$ cat config.mk
export PLATFORM = sky130hd
export DESIGN_NAME = bstf_codec_pair
export DESIGN_NICKNAME = d
export VERILOG_FILES = /design/src/rtl/bstf_pkg.sv /design/src/rtl/bstf_run_tracker.sv /design/src/rtl/bstf_tx.sv /design/src/rtl/bstf_rx.sv /design/src/rtl/bstf_codec_pair.sv
export SDC_FILE = /design/constraint.sdc
export NUM_CORES = 1
export LEC_CHECK = 0
export ABC_AREA = 1
export ABC_CLOCK_PERIOD_IN_PS = 2000
export BUFFER_PORTS_ARGS = -buffer_cell sky130_fd_sc_hd__buf_2
export CORE_MARGIN = 5
export CORE_UTILIZATION = 39
export CTS_BUF_LIST = sky130_fd_sc_hd__clkbuf_4 sky130_fd_sc_hd__clkbuf_8
export DETAILED_ROUTE_END_ITERATION = 8
export GPL_TIMING_DRIVEN = 1
export PLACE_DENSITY_LB_ADDON = 0.3
export SLEW_MARGIN = 20
export SYNTH_ARGS = -nofsm -noshare
export SYNTH_HDL_FRONTEND = slang
export SYNTH_SLANG_ARGS = --single-unit
$ cat constraint.sdc
create_clock -name clk -period 2 [get_ports clk]
set_input_delay 0.2 -clock clk [delete_from_list [all_inputs] [get_ports clk]]
set_output_delay 0.2 -clock clk [all_outputs]
set_load 0.02 [all_outputs]
$ cat src/rtl/bstf_pkg.sv
package bstf_pkg;

    // What the transmitter puts on the line in a given cycle
    typedef enum logic [1:0] {
        EMIT_NONE  = 2'd0,
        EMIT_DATA  = 2'd1,
        EMIT_ADD0  = 2'd2,
        EMIT_ADD1  = 2'd3
    } emit_e;

    function automatic int run_max(input int a, input int b);
        return (a > b) ? a : b;
    endfunction

endpackage

$ cat src/rtl/bstf_run_tracker.sv
module bstf_run_tracker #(
    parameter int ONES_RUN  = 5,
    parameter int ZEROS_RUN = 7,
    parameter int CW        = 4
) (
    input  logic          clk,
    input  logic          rst_n,
    input  logic          step,
    input  logic          bit_i,
    input  logic          clear,
    output logic [CW-1:0] ones_o,
    output logic [CW-1:0] zeros_o
);
    localparam logic [CW-1:0] ONES_SAT  = CW'(ONES_RUN + 1);
    localparam logic [CW-1:0] ZEROS_SAT = CW'(ZEROS_RUN + 1);

    typedef struct packed {
        logic [CW-1:0] ones;
        logic [CW-1:0] zeros;
    } run_t;

    run_t st_d, st_q;

    always_comb begin
        st_d = st_q;
        if (clear) begin
            st_d.ones  = '0;
            st_d.zeros = '0;
        end else if (step) begin
            if (bit_i) begin
                st_d.ones  = (st_q.ones == ONES_SAT) ? st_q.ones : st_q.ones + 1'b1;
                st_d.zeros = '0;
            end else begin
                st_d.zeros = (st_q.zeros == ZEROS_SAT) ? st_q.zeros : st_q.zeros + 1'b1;
                st_d.ones  = '0;
            end
        end
    end

    always_ff @(posedge clk) begin
        if (!rst_n) st_q <= '0;
        else        st_q <= st_d;
    end

    assign ones_o  = st_q.ones;
    assign zeros_o = st_q.zeros;

    // any counted 1 (added or not) restarts the 0 run and extends the 1 run
    a_r7_one_restarts_zeros: assert property (@(posedge clk) disable iff (!rst_n)
        step && !clear && bit_i |=> (zeros_o == '0) && (ones_o != '0));
    a_r7_zero_restarts_ones: assert property (@(posedge clk) disable iff (!rst_n)
        step && !clear && !bit_i |=> (ones_o == '0) && (zeros_o != '0));
    // bypass leaves both counts at zero
    a_r8_clear_zeroes: assert property (@(posedge clk) disable iff (!rst_n)
        clear |=> (ones_o == '0) && (zeros_o == '0));
endmodule

$ cat src/rtl/bstf_tx.sv
module bstf_tx
    import bstf_pkg::*;
#(
    parameter int ONES_RUN  = 5,
    parameter int ZEROS_RUN = 7,
    parameter int CW        = 4
) (
    input  logic clk,
    input  logic rst_n,
    input  logic oin_en,
    input  logic bit_en,
    input  logic bypass,
    input  logic in_valid,
    input  logic in_bit,
    output logic in_ready,
    output logic line_vld,
    output logic line_bit
);
    localparam logic [CW-1:0] ONES_LIM  = CW'(ONES_RUN);
    localparam logic [CW-1:0] ZEROS_LIM = CW'(ZEROS_RUN);

    typedef struct packed {
        logic vld;
        logic bitv;
    } line_t;

    line_t         ln_d, ln_q;
    logic [CW-1:0] ones_q, zeros_q;
    logic          need0, need1, pending;
    emit_e         sel;
    logic          emit_bit;

    always_comb begin
        need0    = (ones_q == ONES_LIM);
        need1    = oin_en && (zeros_q == ZEROS_LIM);
        pending  = !bypass && (need0 || need1);
        in_ready = bit_en && !pending;

        if (!bit_en)       sel = EMIT_NONE;
        else if (pending)  sel = need0 ? EMIT_ADD0 : EMIT_ADD1;
        else if (in_valid) sel = EMIT_DATA;
        else               sel = EMIT_NONE;

        case (sel)
            EMIT_ADD0: emit_bit = 1'b0;
            EMIT_ADD1: emit_bit = 1'b1;
            EMIT_DATA: emit_bit = in_bit;
            default:   emit_bit = ln_q.bitv;
        endcase

        ln_d.vld  = (sel != EMIT_NONE);
        ln_d.bitv = emit_bit;
    end

    always_ff @(posedge clk) begin
        if (!rst_n) ln_q <= '0;
        else        ln_q <= ln_d;
    end

    bstf_run_tracker #(
        .ONES_RUN (ONES_RUN),
        .ZEROS_RUN(ZEROS_RUN),
        .CW       (CW)
    ) u_runs (
        .clk    (clk),
        .rst_n  (rst_n),
        .step   (sel != EMIT_NONE),
        .bit_i  (emit_bit),
        .clear  (bypass),
        .ones_o (ones_q),
        .zeros_o(zeros_q)
    );

    assign line_vld = ln_q.vld;
    assign line_bit = ln_q.bitv;

    // a full 1 run forces a 0 onto the line next cycle
    a_r1_zero_after_ones: assert property (@(posedge clk) disable iff (!rst_n)
        bit_en && !bypass && ones_q == ONES_LIM |=> line_vld && !line_bit);
    // the 1 run never grows past its limit outside bypass
    a_r1_run_bounded: assert property (@(posedge clk) disable iff (!rst_n)
        !bypass && !$past(bypass) |-> ones_q <= ONES_LIM);
    // a full 0 run forces a 1 when the option is on
    a_r2_one_after_zeros: assert property (@(posedge clk) disable iff (!rst_n)
        bit_en && !bypass && oin_en && zeros_q == ZEROS_LIM && ones_q != ONES_LIM
        |=> line_vld && line_bit);
    // no line bit without a bit-time enable
    a_r3_no_emit_without_enable: assert property (@(posedge clk) disable iff (!rst_n)
        !bit_en |=> !line_vld);
    // an accepted bit shows up unchanged one cycle later
    a_r11_accept_latency: assert property (@(posedge clk) disable iff (!rst_n)
        in_valid && in_ready |=> line_vld && (line_bit == $past(in_bit)));
endmodule

$ cat src/rtl/bstf_rx.sv
module bstf_rx #(
    parameter int ONES_RUN  = 5,
    parameter int ZEROS_RUN = 7,
    parameter int CW        = 4
) (
    input  logic clk,
    input  logic rst_n,
    input  logic oin_en,
    input  logic bypass,
    input  logic line_vld,
    input  logic line_bit,
    output logic out_vld,
    output logic out_bit,
    output logic err
);
    localparam logic [CW-1:0] ONES_LIM  = CW'(ONES_RUN);
    localparam logic [CW-1:0] ZEROS_LIM = CW'(ZEROS_RUN);

    typedef struct packed {
        logic vld;
        logic bitv;
        logic err;
    } rxo_t;

    rxo_t          o_d, o_q;
    logic [CW-1:0] ones_q, zeros_q;
    logic          drop0, drop1, drop;

    always_comb begin
        drop0 = !line_bit && (ones_q == ONES_LIM);
        drop1 = oin_en && line_bit && (zeros_q == ZEROS_LIM);
        drop  = line_vld && !bypass && (drop0 || drop1);

        o_d.vld  = line_vld && !drop;
        o_d.bitv = line_vld ? line_bit : o_q.bitv;
        o_d.err  = line_vld && !bypass && line_bit && (ones_q >= ONES_LIM);
    end

    always_ff @(posedge clk) begin
        if (!rst_n) o_q <= '0;
        else        o_q <= o_d;
    end

    bstf_run_tracker #(
        .ONES_RUN (ONES_RUN),
        .ZEROS_RUN(ZEROS_RUN),
        .CW       (CW)
    ) u_runs (
        .clk    (clk),
        .rst_n  (rst_n),
        .step   (line_vld),
        .bit_i  (line_bit),
        .clear  (bypass),
        .ones_o (ones_q),
        .zeros_o(zeros_q)
    );

    assign out_vld = o_q.vld;
    assign out_bit = o_q.bitv;
    assign err     = o_q.err;

    // the 0 after a full 1 run is not delivered
    a_r4_drop_zero: assert property (@(posedge clk) disable iff (!rst_n)
        line_vld && !bypass && !line_bit && ones_q == ONES_LIM |=> !out_vld);
    // the 1 after a full 0 run is not delivered when the option is on
    a_r5_drop_one: assert property (@(posedge clk) disable iff (!rst_n)
        line_vld && !bypass && oin_en && line_bit && zeros_q == ZEROS_LIM |=> !out_vld);
    // in bypass every line bit is delivered unchanged
    a_r8_pass_through: assert property (@(posedge clk) disable iff (!rst_n)
        line_vld && bypass |=> out_vld && (out_bit == $past(line_bit)) && !err);
    // an error strobe always follows a received 1
    a_r9_err_on_one: assert property (@(posedge clk) disable iff (!rst_n)
        err |-> $past(line_vld && line_bit));
    // delivered bits come one cycle after a received bit
    a_r11_rx_latency: assert property (@(posedge clk) disable iff (!rst_n)
        out_vld |-> $past(line_vld));
endmodule

$ cat src/rtl/bstf_codec_pair.sv
module bstf_codec_pair
    import bstf_pkg::*;
#(
    parameter int ONES_RUN  = 5,
    parameter int ZEROS_RUN = 7
) (
    input  logic clk,
    input  logic rst_n,
    input  logic oin_en,
    input  logic tx_bit_en,
    input  logic tx_bypass,
    input  logic tx_valid,
    input  logic tx_bit,
    output logic tx_ready,
    output logic tx_line_vld,
    output logic tx_line_bit,
    input  logic rx_bypass,
    input  logic rx_line_vld,
    input  logic rx_line_bit,
    output logic rx_out_vld,
    output logic rx_out_bit,
    output logic rx_err
);
    localparam int RUN_TOP = run_max(ONES_RUN, ZEROS_RUN);
    localparam int CW      = $clog2(RUN_TOP + 2);

    bstf_tx #(
        .ONES_RUN (ONES_RUN),
        .ZEROS_RUN(ZEROS_RUN),
        .CW       (CW)
    ) u_tx (
        .clk     (clk),
        .rst_n   (rst_n),
        .oin_en  (oin_en),
        .bit_en  (tx_bit_en),
        .bypass  (tx_bypass),
        .in_valid(tx_valid),
        .in_bit  (tx_bit),
        .in_ready(tx_ready),
        .line_vld(tx_line_vld),
        .line_bit(tx_line_bit)
    );

    bstf_rx #(
        .ONES_RUN (ONES_RUN),
        .ZEROS_RUN(ZEROS_RUN),
        .CW       (CW)
    ) u_rx (
        .clk     (clk),
        .rst_n   (rst_n),
        .oin_en  (oin_en),
        .bypass  (rx_bypass),
        .line_vld(rx_line_vld),
        .line_bit(rx_line_bit),
        .out_vld (rx_out_vld),
        .out_bit (rx_out_bit),
        .err     (rx_err)
    );

    // nothing is emitted in the first cycle after reset
    a_r10_quiet_after_reset: assert property (@(posedge clk)
        !rst_n |=> !tx_line_vld && !rx_out_vld && !rx_err);
endmodule

==> flow_summary.yaml, run 1 <==
synthesis:
  ys_top_cells_by_area: "dfxtp_1 (35%), ha_1 (12%), inv_1 (9.4%)"
  yosys-top-cells-count: "inv_1 (30), nand2_1 (27), dfxtp_1 (21)"
  synth.most_common_cell: "inv_1"
  yosysSeqAreaShare_pct: 35.2
  async_flop_share_pct: 0
  syn_area_sq_um: 1190
  synth_edf_count: 0
  synth.distinct_cells: 22
  syn_inst: 166
  synth_top_area_cell: "dfxtp_1"
  syn_area_per_cell_sq_um: 7.20
  ys_seq_elements: 21
  yosysWarnings: 0
  synth_top_flop_cell: "dfxtp_1"
  synth_top_area_share_pct: 35.2
  syn_nets: 187
pwr:
  p_switching_w: 0.000189
  pwr-share-clk_pct: 27.6
  switching_share_pct: 26.3
  peakVddDrop_mv: 0.356
  leakagePower_nw: 0.602
  pwr-share-seq_pct: 60.0
  internal_power_w: 0.000530
  power.density_nw_per_um2: 537
  combinationalPowerShare_pct: 12.3
clock_tree:
  postCtsSetupBuffers: 0
  cts_tree: "built"
  cts_buffer_depth: 2
  clock-sinks: 21
  cts_buffers: 3
  cts-htree-levels: 1
  clock_latency_ns: 0.29
  cts_resized: 0
  clockRootBuffer: "clkbuf_4"
  path_clk_slew_ns: 0.11
  ctsHoldBuffers: 0
critical_path:
  crit_arrival_ns: 1.45
  crit_required_ns: 1.80
  cp_max_fo: 3
  ff2ff_path_depth: 12
  cp-start-kind: "flop"
  worstSetupPathType: "flop to output pin"
  end_kind: "output pin"
die:
  ioPinCount: 16
  fp.coreArea_sq_um: 3000
  die_h_um: 65.4
  rows: 20
  initial_core_util_pct: 39.8
  dieArea_sq_um: 4270
  die_x_um: 65.4
sta:
  setup_tns_ns: 0
  slew_viol_final: 0
  timing.final.crit_share_pct: 82.3
  fin_ws_ns: 0.354
  fin_worst_skew_ns: 0.00212
  hold_viol_final: 0
  grt_setup_unrepaired: "false"
  max_slew_margin_pct: 78.3
  tightest_slew_ns: 0.323
  min_period_ns: 1.65
  fmax_ghz: 0.607
  setup_violations: 0
placement:
  pre_cts_slack_ns: 0.366
  dp_cells: 214
  portBuffers: 15
  hpwl_um: 1990
  routabilityCongestion: 0.901
hold_path:
  min_path_cells: 3
  worstHoldPathType: "input port to flop"
grt:
  antenna_found_initial: 0
  grt_pass1_vias: 1043
  grt_max_degree: 13
  grt_use_total_pct: 12.3
  grt-ovfl-total: 0
  grt_pass1_wl_um: 4100
drt:
  dr.pass1.iters: 4
  drt_wl_total_um: 2430
  drtAntennaViolNets: 0
  viasPerCell: 5.02
  wl_per_cell_um: 11.2
  drcViolationCount: 0
  vias: 1094
  initialDrtViolationCount: 50
cells_and_area:
  final_cells: 218
  drive_gt1_share_pct: 15.7
  layout.nets: 207
  antennaDiodeCount: 0
  area_growth_pct: 12.0
status:
  status: "complete, no violations"
job:
  drv_cap: 0
-- cell usage in the layout (no fill, tap or decap) --
cell / instances
nand4_1: 4
xor2_1: 2
nand3_1: 14
o21ai_0: 6
nand2_2: 4
inv_1: 30
nand2_1: 27
a21boi_0: 1
a21oi_2: 1
nand3_2: 2
clkbuf_4: 3
a211oi_1: 4
buf_2: 15
nor2_1: 17
ha_1: 11
nor3b_1: 1
a21oi_1: 13
dfxtp_1: 21
nor4_1: 1
a21oi_4: 1
clkinv_2: 2
nor3_1: 3
inv_2: 1
o22ai_1: 1
-- registers in the layout, summed over array words and instances (netlist names) --
signal,cells
u_rx.out_bit,1
u_tx.u_runs.ones_o,4
u_tx.line_vld,1
u_tx.line_bit,1
u_rx.out_vld,1
u_rx.u_runs.ones_o,4
u_rx.err,1
u_tx.u_runs.zeros_o,4
u_rx.u_runs.zeros_o,4
-- power by group through the flow --
stage               Clock (W)  Sequential (W)  Combinational [W]
floorplan                   0        0.000446          0.0000510
global placement            0        0.000441          0.0000868
detailed placement          0        0.000441          0.0000891
CTS                  0.000213        0.000432          0.0000894
global route         0.000235        0.000433           0.000100
finish               0.000199        0.000432          0.0000887
-- per-layer routing --
layer	share of wire (%)	vias up	wire (um)	track usage, %
met2	50	19	1210	22.9
met3	4.9	2	120	2.56
met4	0.86	0	21	5.44
met5	0	-	0	0
li1	-	576	-	-
met1	44	497	1080	13.1
-- logic make-up after synthesis --
logic type               after synthesis  share of synthesized area [%]
AO/OA/AOI/OAI                         27                           13.7
XOR/XNOR                               2                           1.47
adder cells (fa/ha/maj)               11                           11.5
buffers and inverters                 32                           10.2
flip-flops                            21                           35.2
AND/OR/NAND/NOR                       73                           28.0
-- metrics by stage --
step / hold slack (ns) / area, sq um / util, % / total power, W
4_1_cts: 0.134 / 1340 / 44.6 / 0.000735
3_3_place_gp: 0.451 / 1310 / 43.7 / 0.000528
6_report: 0.146 / 1340 / 44.6 / 0.000719
2_1_floorplan: 0.298 / 1190 / - / 0.000497
3_5_place_dp: 0.466 / 1310 / 43.7 / 0.000530
5_1_grt: 0.126 / 1340 / 44.6 / 0.000768
-- layout make-up --
cell class / instances / area (sq um)
Inverter: 32 / 121
Clock inverter: 1 / 5.00
Multi-Input combinational cell: 113 / 653
Timing Repair Buffer: 15 / 75.1
Sequential cell: 21 / 420
Clock buffer: 3 / 22.5
Tap cell: 33 / 41.3
Fill cell: 323 / 1660
-- path summary, 6_finish.rpt --
kind                                              from                     end  slack [ns]
worst max-delay path            u_tx.u_runs.zeros_o[0]                tx_ready        0.35
worst min-delay path                             rst_n           u_tx.line_vld        0.15
worst min register to register  u_rx.u_runs.zeros_o[1]  u_rx.u_runs.zeros_o[1]        0.51
worst max register to register   u_tx.u_runs.ones_o[1]  u_tx.u_runs.zeros_o[3]        0.37
-- critical path, cell delays in order (launching register included) --
cell and delay, ns:
dfxtp_1 0.38, ha_1 0.18, nand2_1 0.07, inv_1 0.05
nand2_1 0.08, a21oi_2 0.18, nor2_1 0.06, buf_2 0.15
Power figures use the tool's default switching activity.
==> run 2, diff against run 1 <==
--- a/config.mk
+++ b/config.mk
@@ -6,7 +6,7 @@
 export NUM_CORES = 1
 export LEC_CHECK = 0
 export ABC_AREA = 1
-export ABC_CLOCK_PERIOD_IN_PS = 2000
+export ABC_CLOCK_PERIOD_IN_PS = 1560
 export BUFFER_PORTS_ARGS = -buffer_cell sky130_fd_sc_hd__buf_2
 export CORE_MARGIN = 5
 export CORE_UTILIZATION = 39
==> constraint.sdc (replaced) <==
create_clock -name clk -period 1.56 [get_ports clk]
set_input_delay 0.156 -clock clk [delete_from_list [all_inputs] [get_ports clk]]
set_output_delay 0.156 -clock clk [all_outputs]
set_load 0.02 [all_outputs]
==> run 2 against run 1 <==
Net effect:
- the flow now finishes with violations (setup timing)
- utilization rose by 6.7 points
- combinational power increased by 52%
- non-clock buffer count increased by 10
- flip-flop and latch count unchanged
- via count grew 5.5%
- design area rose by 15%
- sequential share of layout area fell by 3.9 points
==> flow_summary.yaml, run 2 (synthesized netlist as in run 1, its figures left out) <==
status:
  status: "complete, but fails checks"
  violations: "setup timing"
sta:
  fmax_ghz: 0.638
  min_period_ns: 1.57
  hold_viol_final: 0
  setup_violations: 2
  holdWs_ns: 0.0941
  max_slew_margin_pct: 81.9
  setup_tns_ns: -0.0124
  timing.final.crit_share_pct: 100
  grt_setup_unrepaired: "true"
  tightest_slew_ns: 0.271
  fin_worst_skew_ns: 0.00177
  slew_viol_final: 0
  fin_ws_ns: -0.00688
grt:
  grt_pass1_vias: 1163
  grt_use_total_pct: 13.9
  grt_max_degree: 13
  grt_pass1_wl_um: 4690
  antenna_found_initial: 0
  grt-ovfl-total: 0
critical_path:
  crit_arrival_ns: 1.41
  reg2reg_from: "u_tx.u_runs.zeros_o[1]"
  worstSetupPathType: "flop to output pin"
  endpoint: "tx_ready"
  cp-start-kind: "flop"
  cp_max_fo: 3
  crit_start: "u_tx.u_runs.zeros_o[1]"
  r2r-end: "u_tx.u_runs.zeros_o[1]"
  ff2ff_path_depth: 13
  end_kind: "output pin"
  crit_required_ns: 1.40
  reg2reg_setup_slack_ns: -0.007
drt:
  wl_per_cell_um: 11.8
  drcViolationCount: 0
  initialDrtViolationCount: 45
  drt_wl_total_um: 2700
  drtAntennaViolNets: 0
  dr.pass1.iters: 4
  vias: 1154
  viasPerCell: 5.06
cells_and_area:
  mostFrequentLayoutCell: "inv_1"
  mostFrequentLayoutCells: "inv_1 (28), nand2_1 (21), dfxtp_1 (18)"
  area_growth_pct: 28.9
  final_cell_area_sq_um: 1540
  layout.nets: 217
  antennaDiodeCount: 0
  postLayoutCoreUtil_pct: 51.3
  drive_gt1_share_pct: 29.7
die:
  dieArea_sq_um: 4270
  fp.coreArea_sq_um: 3000
  die_x_um: 65.4
  ioPinCount: 16
  initial_core_util_pct: 39.8
  rows: 20
  die_h_um: 65.4
placement:
  dpl_cell_area_sq_um: 1340
  routabilityCongestion: 0.966
  portBuffers: 15
  hpwl_um: 2040
clock_tree:
  clockRootBuffer: "clkbuf_4"
  cts_tree: "built"
  cts_buffer_depth: 2
  path_clk_slew_ns: 0.11
  clock_latency_ns: 0.29
  cts-htree-levels: 1
  cts_buffers: 3
  clock-sinks: 21
  ctsHoldBuffers: 0
pwr:
  peakVddDrop_mv: 0.311
  power.density_nw_per_um2: 611
  leakagePower_nw: 0.674
job:
  drv_cap: 0
hold_path:
  worstHoldPathType: "input port to flop"
## run 2: routing by layer
metal	track usage (%)	share of wire [%]	vias up
met3	3.76	4.9	8
met4	5.70	2.4	0
li1	-	-	597
met1	14.7	40	525
met2	25.5	52	24
met5	0	0	-
## run 2: per-stage QoR
step	power, W	setup WS (ns)	instances
after floorplan	0.000637	0.119	166
after global placement	0.000679	0.0237	218
after detailed placement	0.000682	-0.0555	218
after CTS	0.000955	-0.00131	227
after global routing	0.00100	-0.118	228
final	0.000941	-0.00688	228
## run 2: repair_timing
action                                  CTS  global route
gates resized for setup                  20            12
endpoints found under the setup margin    7            11
buffers inserted                          5             1
pin swaps                                11             5
## run 2: how the worst min path moves through the flow
stage	cells past startpoint	from	endpoint
global placement	3	rst_n	u_tx.line_vld
CTS	3	rst_n	u_tx.line_vld
floorplan	2	rst_n	u_tx.line_vld
global route	3	rst_n	u_tx.line_vld
finish	3	rst_n	u_tx.line_vld
detailed placement	3	rst_n	u_tx.line_vld
## run 2: area by class of cell
cell class | instances | area, sq um
fillers | 301 | 1460
multi-input cells | 113 | 772
flip-flops and latches | 21 | 424
repair buffers | 25 | 150
inverters | 32 | 125
well taps | 33 | 41.3
clock buffers | 3 | 22.5
clock inverters | 1 | 5.00
## run 2: power by group
group	internal (W)	total (W)	switching (W)	leakage (nW)
Clock	0.0000953	0.000251	0.000156	0.0177
Sequential	0.000547	0.000555	0.00000791	0.172
Combinational	0.0000477	0.000135	0.0000875	0.485
## run 2: worst max-delay path: stages (launching register included)
cell	delay, ns
dfxtp_2	0.37
ha_4	0.14
nand2_2	0.05
inv_2	0.06
nand2_4	0.07
a21oi_4	0.21
nor2_1	0.06
buf_2	0.16
